File: src/rtl/dec_pkg.sv
`timescale 1ns/1ps
package dec_pkg;
  localparam int unsigned WORD_W   = 64;
  localparam int unsigned NARROW_W = 32;

  typedef logic [WORD_W-1:0] word_t;

  // Largest positive two's-complement value of a given width, zero-extended.
  function automatic word_t pos_limit(input int unsigned width);
    word_t r;
    for (int unsigned i = 0; i < WORD_W; i++) begin
      r[i] = (i + 1 < width) ? 1'b1 : 1'b0;
    end
    return r;
  endfunction

  // Replicates bit 31 above the narrow field.
  function automatic word_t narrow_fill(input word_t d);
    word_t r;
    for (int unsigned i = 0; i < WORD_W; i++) begin
      r[i] = (i < NARROW_W) ? d[i] : d[NARROW_W-1];
    end
    return r;
  endfunction
endpackage

File: src/rtl/dec_sign_view.sv
`timescale 1ns/1ps
module dec_sign_view
  import dec_pkg::*;
#(
  parameter int unsigned CNT_W = 48
) (
  input  logic [CNT_W-1:0] cnt_i,
  input  logic             narrow_i,
  output word_t            view_o
);
  localparam int unsigned SIGN_WIDE = CNT_W - 1;
  localparam int unsigned SIGN_NARR = NARROW_W - 1;

  for (genvar i = 0; i < WORD_W; i++) begin : g_bit
    if (i <= SIGN_NARR) begin : g_low
      assign view_o[i] = cnt_i[i];
    end else if (i < CNT_W) begin : g_mid
      assign view_o[i] = narrow_i ? cnt_i[SIGN_NARR] : cnt_i[i];
    end else begin : g_ext
      assign view_o[i] = narrow_i ? cnt_i[SIGN_NARR] : cnt_i[SIGN_WIDE];
    end
  end
endmodule

File: src/rtl/dec_counter.sv
`timescale 1ns/1ps
module dec_counter
  import dec_pkg::*;
#(
  parameter int unsigned      CNT_W   = 48,
  parameter logic [CNT_W-1:0] RST_VAL = '0
) (
  input  logic  clk,
  input  logic  rst_n,
  input  logic  tick_i,
  input  logic  narrow_i,
  input  logic  wr_i,
  input  word_t wdata_i,
  output word_t rd_o,
  output logic  neg_o
);
  localparam int unsigned SIGN_WIDE = CNT_W - 1;
  localparam int unsigned SIGN_NARR = NARROW_W - 1;

  logic [CNT_W-1:0] cnt_q, cnt_d, load_v;
  logic             neg_q, neg_d;
  logic             cnt_en;

  if (CNT_W < WORD_W) begin : g_hi_unused
    logic unused_hi;
    assign unused_hi = ^wdata_i[WORD_W-1:CNT_W];
  end

  always_comb begin
    word_t filled;
    filled = narrow_fill(wdata_i);
    load_v = narrow_i ? filled[CNT_W-1:0] : wdata_i[CNT_W-1:0];
  end

  // Write wins over tick; clock enable written out.
  always_comb begin
    cnt_en = wr_i | tick_i;
    cnt_d  = cnt_q;
    if (wr_i) begin
      cnt_d = load_v;
    end else if (tick_i) begin
      cnt_d = cnt_q - CNT_W'(1);
    end
    neg_d = narrow_i ? cnt_d[SIGN_NARR] : cnt_d[SIGN_WIDE];
  end

  always_ff @(posedge clk or negedge rst_n) begin
    if (!rst_n) begin
      cnt_q <= RST_VAL;
    end else if (cnt_en) begin
      cnt_q <= cnt_d;
    end
  end

  always_ff @(posedge clk or negedge rst_n) begin
    if (!rst_n) begin
      neg_q <= 1'b0;
    end else begin
      neg_q <= neg_d;
    end
  end

  dec_sign_view #(.CNT_W(CNT_W)) i_view (
    .cnt_i    (cnt_q),
    .narrow_i (narrow_i),
    .view_o   (rd_o)
  );

  assign neg_o = neg_q;

  AST_TICK_STEP: assert property (@(posedge clk) disable iff (!rst_n)
    (!wr_i && tick_i) |=> (cnt_q == $past(cnt_q) - CNT_W'(1)));
  AST_IDLE_HOLD: assert property (@(posedge clk) disable iff (!rst_n)
    (!wr_i && !tick_i) |=> $stable(cnt_q));
  AST_NARROW_LOAD: assert property (@(posedge clk) disable iff (!rst_n)
    (wr_i && narrow_i) |=> (!narrow_i || rd_o[31:0] == $past(wdata_i[31:0])));
  AST_NARROW_FILL: assert property (@(posedge clk) disable iff (!rst_n)
    (wr_i && narrow_i) |=> ((cnt_q[SIGN_WIDE:SIGN_NARR] == '0) || (&cnt_q[SIGN_WIDE:SIGN_NARR])));
  AST_WIDE_LOAD: assert property (@(posedge clk) disable iff (!rst_n)
    (wr_i && !narrow_i) |=> (narrow_i || rd_o[CNT_W-1:0] == $past(wdata_i[CNT_W-1:0])));
  AST_PEND_SIGN: assert property (@(posedge clk) disable iff (!rst_n)
    (narrow_i == $past(narrow_i)) |-> (neg_o == rd_o[WORD_W-1]));
endmodule

File: src/rtl/dual_decrementer.sv
`timescale 1ns/1ps
module dual_decrementer
  import dec_pkg::*;
#(
  parameter int unsigned DEC_LW = 48,
  parameter int unsigned HDEC_W = 56
) (
  input  logic        clk,
  input  logic        rst_n,
  input  logic        tb_tick,
  input  logic        dec_large,
  input  logic        dec_wr,
  input  logic [63:0] dec_wdata,
  input  logic        hdec_wr,
  input  logic [63:0] hdec_wdata,
  output logic [63:0] dec_rdata,
  output logic [63:0] hdec_rdata,
  output logic        dec_pend,
  output logic        hdec_pend,
  output logic [63:0] dec_top_val,
  output logic [63:0] hdec_top_val
);
  localparam word_t DEC_MAX  = pos_limit(DEC_LW);
  localparam word_t HDEC_MAX = pos_limit(HDEC_W);
  localparam word_t NAR_MAX  = pos_limit(NARROW_W);

  localparam logic [DEC_LW-1:0] DEC_RST  = NAR_MAX[DEC_LW-1:0];
  localparam logic [HDEC_W-1:0] HDEC_RST = HDEC_MAX[HDEC_W-1:0];

  logic dec_narrow;
  assign dec_narrow = ~dec_large;

  dec_counter #(.CNT_W(DEC_LW), .RST_VAL(DEC_RST)) i_guest (
    .clk      (clk),
    .rst_n    (rst_n),
    .tick_i   (tb_tick),
    .narrow_i (dec_narrow),
    .wr_i     (dec_wr),
    .wdata_i  (dec_wdata),
    .rd_o     (dec_rdata),
    .neg_o    (dec_pend)
  );

  // Hypervisor counter is pinned to wide mode.
  dec_counter #(.CNT_W(HDEC_W), .RST_VAL(HDEC_RST)) i_hyp (
    .clk      (clk),
    .rst_n    (rst_n),
    .tick_i   (tb_tick),
    .narrow_i (1'b0),
    .wr_i     (hdec_wr),
    .wdata_i  (hdec_wdata),
    .rd_o     (hdec_rdata),
    .neg_o    (hdec_pend)
  );

  assign dec_top_val  = DEC_MAX;
  assign hdec_top_val = HDEC_MAX;

  AST_HYP_MODE_BLIND: assert property (@(posedge clk) disable iff (!rst_n)
    (!hdec_wr && !tb_tick) |=> $stable(hdec_rdata));
  AST_GUEST_MODE_KEEP: assert property (@(posedge clk) disable iff (!rst_n)
    (!dec_wr && !tb_tick && dec_large && $past(dec_large)) |=> (!dec_large || $stable(dec_rdata)));
endmodule

File: config.mk
export PLATFORM = sky130hd
export DESIGN_NAME = dual_decrementer
export DESIGN_NICKNAME = d
export VERILOG_FILES = /design/src/rtl/dec_pkg.sv /design/src/rtl/dec_sign_view.sv /design/src/rtl/dec_counter.sv /design/src/rtl/dual_decrementer.sv
export SDC_FILE = /design/constraint.sdc
export NUM_CORES = 1
export LEC_CHECK = 0
export BUFFER_PORTS_ARGS = -buffer_cell sky130_fd_sc_hd__clkbuf_2
export CAP_MARGIN = 20
export CORE_AREA = 2 2 153 155
export DETAILED_ROUTE_END_ITERATION = 8
export DIE_AREA = 0 0 155 157
export SETUP_SLACK_MARGIN = 0.3
export SLEW_MARGIN = 30
export SYNTH_ARGS = -nofsm -noshare
export SYNTH_HDL_FRONTEND = slang
export SYNTH_SLANG_ARGS = --single-unit
File: constraint.sdc
create_clock -name clk -period 3 [get_ports clk]
set_input_delay 0.15 -clock clk [delete_from_list [all_inputs] [get_ports clk]]
set_output_delay 0.15 -clock clk [all_outputs]
set_load 0.05 [all_outputs]
==> qor.txt <==
Final Net Count: 1293
Post-synth EDFFs: 0
Class of the worst hold path: input port to flip-flop
Syn Std Cell Area: 7800 um2
Share of the synthesized area in the top cell type: 29.0%
Outcome: finished clean
First-pass GRT wire length: 33300 um
Clock slew at reported path FFs: 80 ps
Area leader, netlist: dfstp_2
Setup TNS: 0 ps
Synth area leaders: dfstp_2, buf_4, xnor2_1
VDD IR max: 215 uV
ANT nets after route: 0
Min Hold Slack: 19.0 ps
Seq cells post-synth: 106
Total GRT Usage: 17.1%
Fin crit period: 2610 ps
Largest net degree at the start of global routing: 59
Initial Utilization: 34.7%
Crit path DAT: 2850 ps
Worst-Skew Late Latency: 360 ps
RSZ-0062 raised after global routing: no
XOR/XNOR Fraction of Synth Area: 9.43%
Crit path launch type: flip-flop
H-tree levels: 3
Overall die width: 155 um
Slew Viols, Final: 0
Fin crit share: 87.0%
Gpl congestion: 0.823
Cts bufs inserted: 9
Slew @ Worst Pin: 660 ps
Clock Power Share: 24.5%
Final setup fails: 0
IO Port Bufs: 239
Core box area: 22500 um2
Most frequent cell after synthesis: buf_4
Static Leakage: 4.09 nW
Vias per cell: 4.79
Fraction of registers with async set/reset: 100%
Overall routed net length: 21600 um
# DRC: 0
Drt pass-1 iters: 4
Max-Slew Margin vs Limit: 55.6%
Int Power: 2.69 mW
Vert. Die Dim: 157 um
Num Clock Sinks: 106
R2R Setup Slk: 390 ps
F_max: 383 MHz
Vias in the first global route: 6278
Synth warnings: 0
Layout cell share with drive strength beyond 1: 33.4%
Syn_area_per_cell: 8.44 um2
Pwr Density: 523 nW/um2
Fin. Hold Viols: 0
Mux cell area share after synthesis: 1.20%
Psw: 2.21 mW
Post-synth top cells: buf_4, nand2_1, dfstp_2
CP Capture Type: flip-flop
Clock skew: 15.2 ps
Main combinational cell family by area after synthesis: simple AND/OR/NAND/NOR gates
Setup WS post-layout: 391 ps
Max_cap viols: 0
Placed cell areas: 8440 um2
CTS root buf: clkbuf_16
Fill cells: 2314
Post-synthesis compound-gate area fraction: 10.3%
DIE AREA: 24300 um2
Switching Fraction: 45.1%
Post-synthesis sequential area ratio: 35.4%
Clock Path Buffers: 2
Worst Setup Path Type: flip-flop to flip-flop
Logic gate share of total power: 37.5%
Grt total ovfl: 0
Initial antenna violation count: 1
Design Area, Final: 9380 um2
Synth cell types: 53
Largest fanout on the critical path: 8
Top-Level Pins: 392
Reg power frac: 38.0%
Synth Area in Simple Gates: 22.3%
Mapped Cells: 924
Layout area overhead: 20.3%
Via count: 6929
Synth Area in Adders: 0.321%
DP Worst Slack: 344 ps
Ys flop type: dfstp_2
CTS tree: built
Drt first-iter violations: 283
Dpl hpwl: 16000 um
Core Rows: 55
WL per Instance: 14.9 um
Required time of the critical path: 3240 ps
## metrics by stage
| stage | utilization, % | power (mW) | cells |
|---|---|---|---|
| floorplan | - | 3.46 | 1050 |
| global placement | 37.5 | 3.65 | 1367 |
| detailed placement | 37.5 | 3.66 | 1367 |
| CTS | 41.6 | 4.95 | 1446 |
| global route | 41.7 | 5.14 | 1448 |
| finish | 41.7 | 4.90 | 1448 |
## power by group through the flow
| stage | sequential [mW] | combinational [mW] | clock [mW] |
|---|---|---|---|
| after floorplan | 2.10 | 1.36 | 0 |
| after global placement | 1.88 | 1.77 | 0 |
| after detailed placement | 1.89 | 1.77 | 0 |
| after CTS | 1.86 | 1.84 | 1.25 |
| after global routing | 1.89 | 1.95 | 1.30 |
| final | 1.86 | 1.84 | 1.20 |
## layout by cell type (no fill, tap or decap), drive strengths merged, types with 8 or more instances in the layout
| cell type | count |
|---|---|
| clkbuf | 247 |
| nand2 | 130 |
| conb | 128 |
| dfstp | 86 |
| o21ai | 81 |
| xnor2 | 66 |
| dlygate4sd3 | 63 |
| nor4 | 54 |
| nor3 | 35 |
| nor2 | 29 |
| buf | 26 |
| or3 | 25 |
| dfrtp | 20 |
| a21oi | 18 |
| xor2 | 18 |
| inv | 18 |
| or4 | 17 |
| o31a | 15 |
| nand3 | 14 |
| nand4 | 9 |
| or2 | 8 |
## worst paths after layout
check | start | end | cells after the start
hold reg to reg | i_guest.cnt_q[22]$_DFFE_PN1P_ | i_guest.cnt_q[22]$_DFFE_PN1P_ | 2
max in group asynchronous | rst_n | i_hyp.cnt_q[51]$_DFFE_PN1P_ | 2
setup reg to reg | i_guest.cnt_q[26]$_DFFE_PN1P_ | i_guest.cnt_q[45]$_DFFE_PN0P_ | 5
min in group asynchronous | rst_n | i_guest.cnt_q[22]$_DFFE_PN1P_ | 1
hold / removal | hdec_wdata[43] | i_hyp.cnt_q[43]$_DFFE_PN1P_ | 3
setup / recovery | i_guest.cnt_q[26]$_DFFE_PN1P_ | i_guest.cnt_q[45]$_DFFE_PN0P_ | 5
## registers in the layout, summed over array words and instances (netlist names)
name           count
i_hyp.neg_o        1
i_hyp.cnt_q       56
i_guest.cnt_q     48
i_guest.neg_o      1
## repair_timing
item                       4_1_cts  5_1_grt
hold buffers                    63        0
resized for setup                0        2
setup endpoints to repair        0       12
buffers inserted                 0        1
hold endpoints to repair        63        0
## per-layer routing
metal / routed length, um / track usage [%]
met5: 0 / 0
met4: 224 / 4.32
met2: 10400 / 28.8
met1: 9240 / 21.9
met3: 1730 / 4.13
## kinds of logic (layout without fill, tap and decap cells)
| logic type | after synthesis | in the layout |
|---|---|---|
| AOI/OAI and AO/OA | 137 | 137 |
| xor gates and xnor gates | 84 | 84 |
| adders and majority gates | 2 | 2 |
| buffers and inverters | 244 | 356 |
| DFF | 106 | 106 |
| muxes | 9 | 9 |
| other | 2 | 129 |
| and+or+nand+nor | 340 | 340 |
## worst max-delay path, cell delays in order (launching register included)
cell     delay, ps
dfstp_2        390
or4_4          540
or4_4          620
or3_4          450
o31a_1         250
o31a_1         240
## layout make-up
| class | count | area [um2] | share of cell area (%) |
|---|---|---|---|
| Tap cell | 285 | 357 | 3.80 |
| Multi-Input combinational cell | 700 | 3890 | 41.5 |
| Inverter | 13 | 48.8 | 0.520 |
| Clock inverter | 7 | 66.3 | 0.707 |
| Clock buffer | 9 | 225 | 2.40 |
| Sequential cell | 106 | 2760 | 29.4 |
| Timing Repair Buffer | 327 | 2030 | 21.6 |
| Antenna cell | 1 | 2.50 | 0.0267 |
No activity file was read; power rests on OpenSTA's default activity.
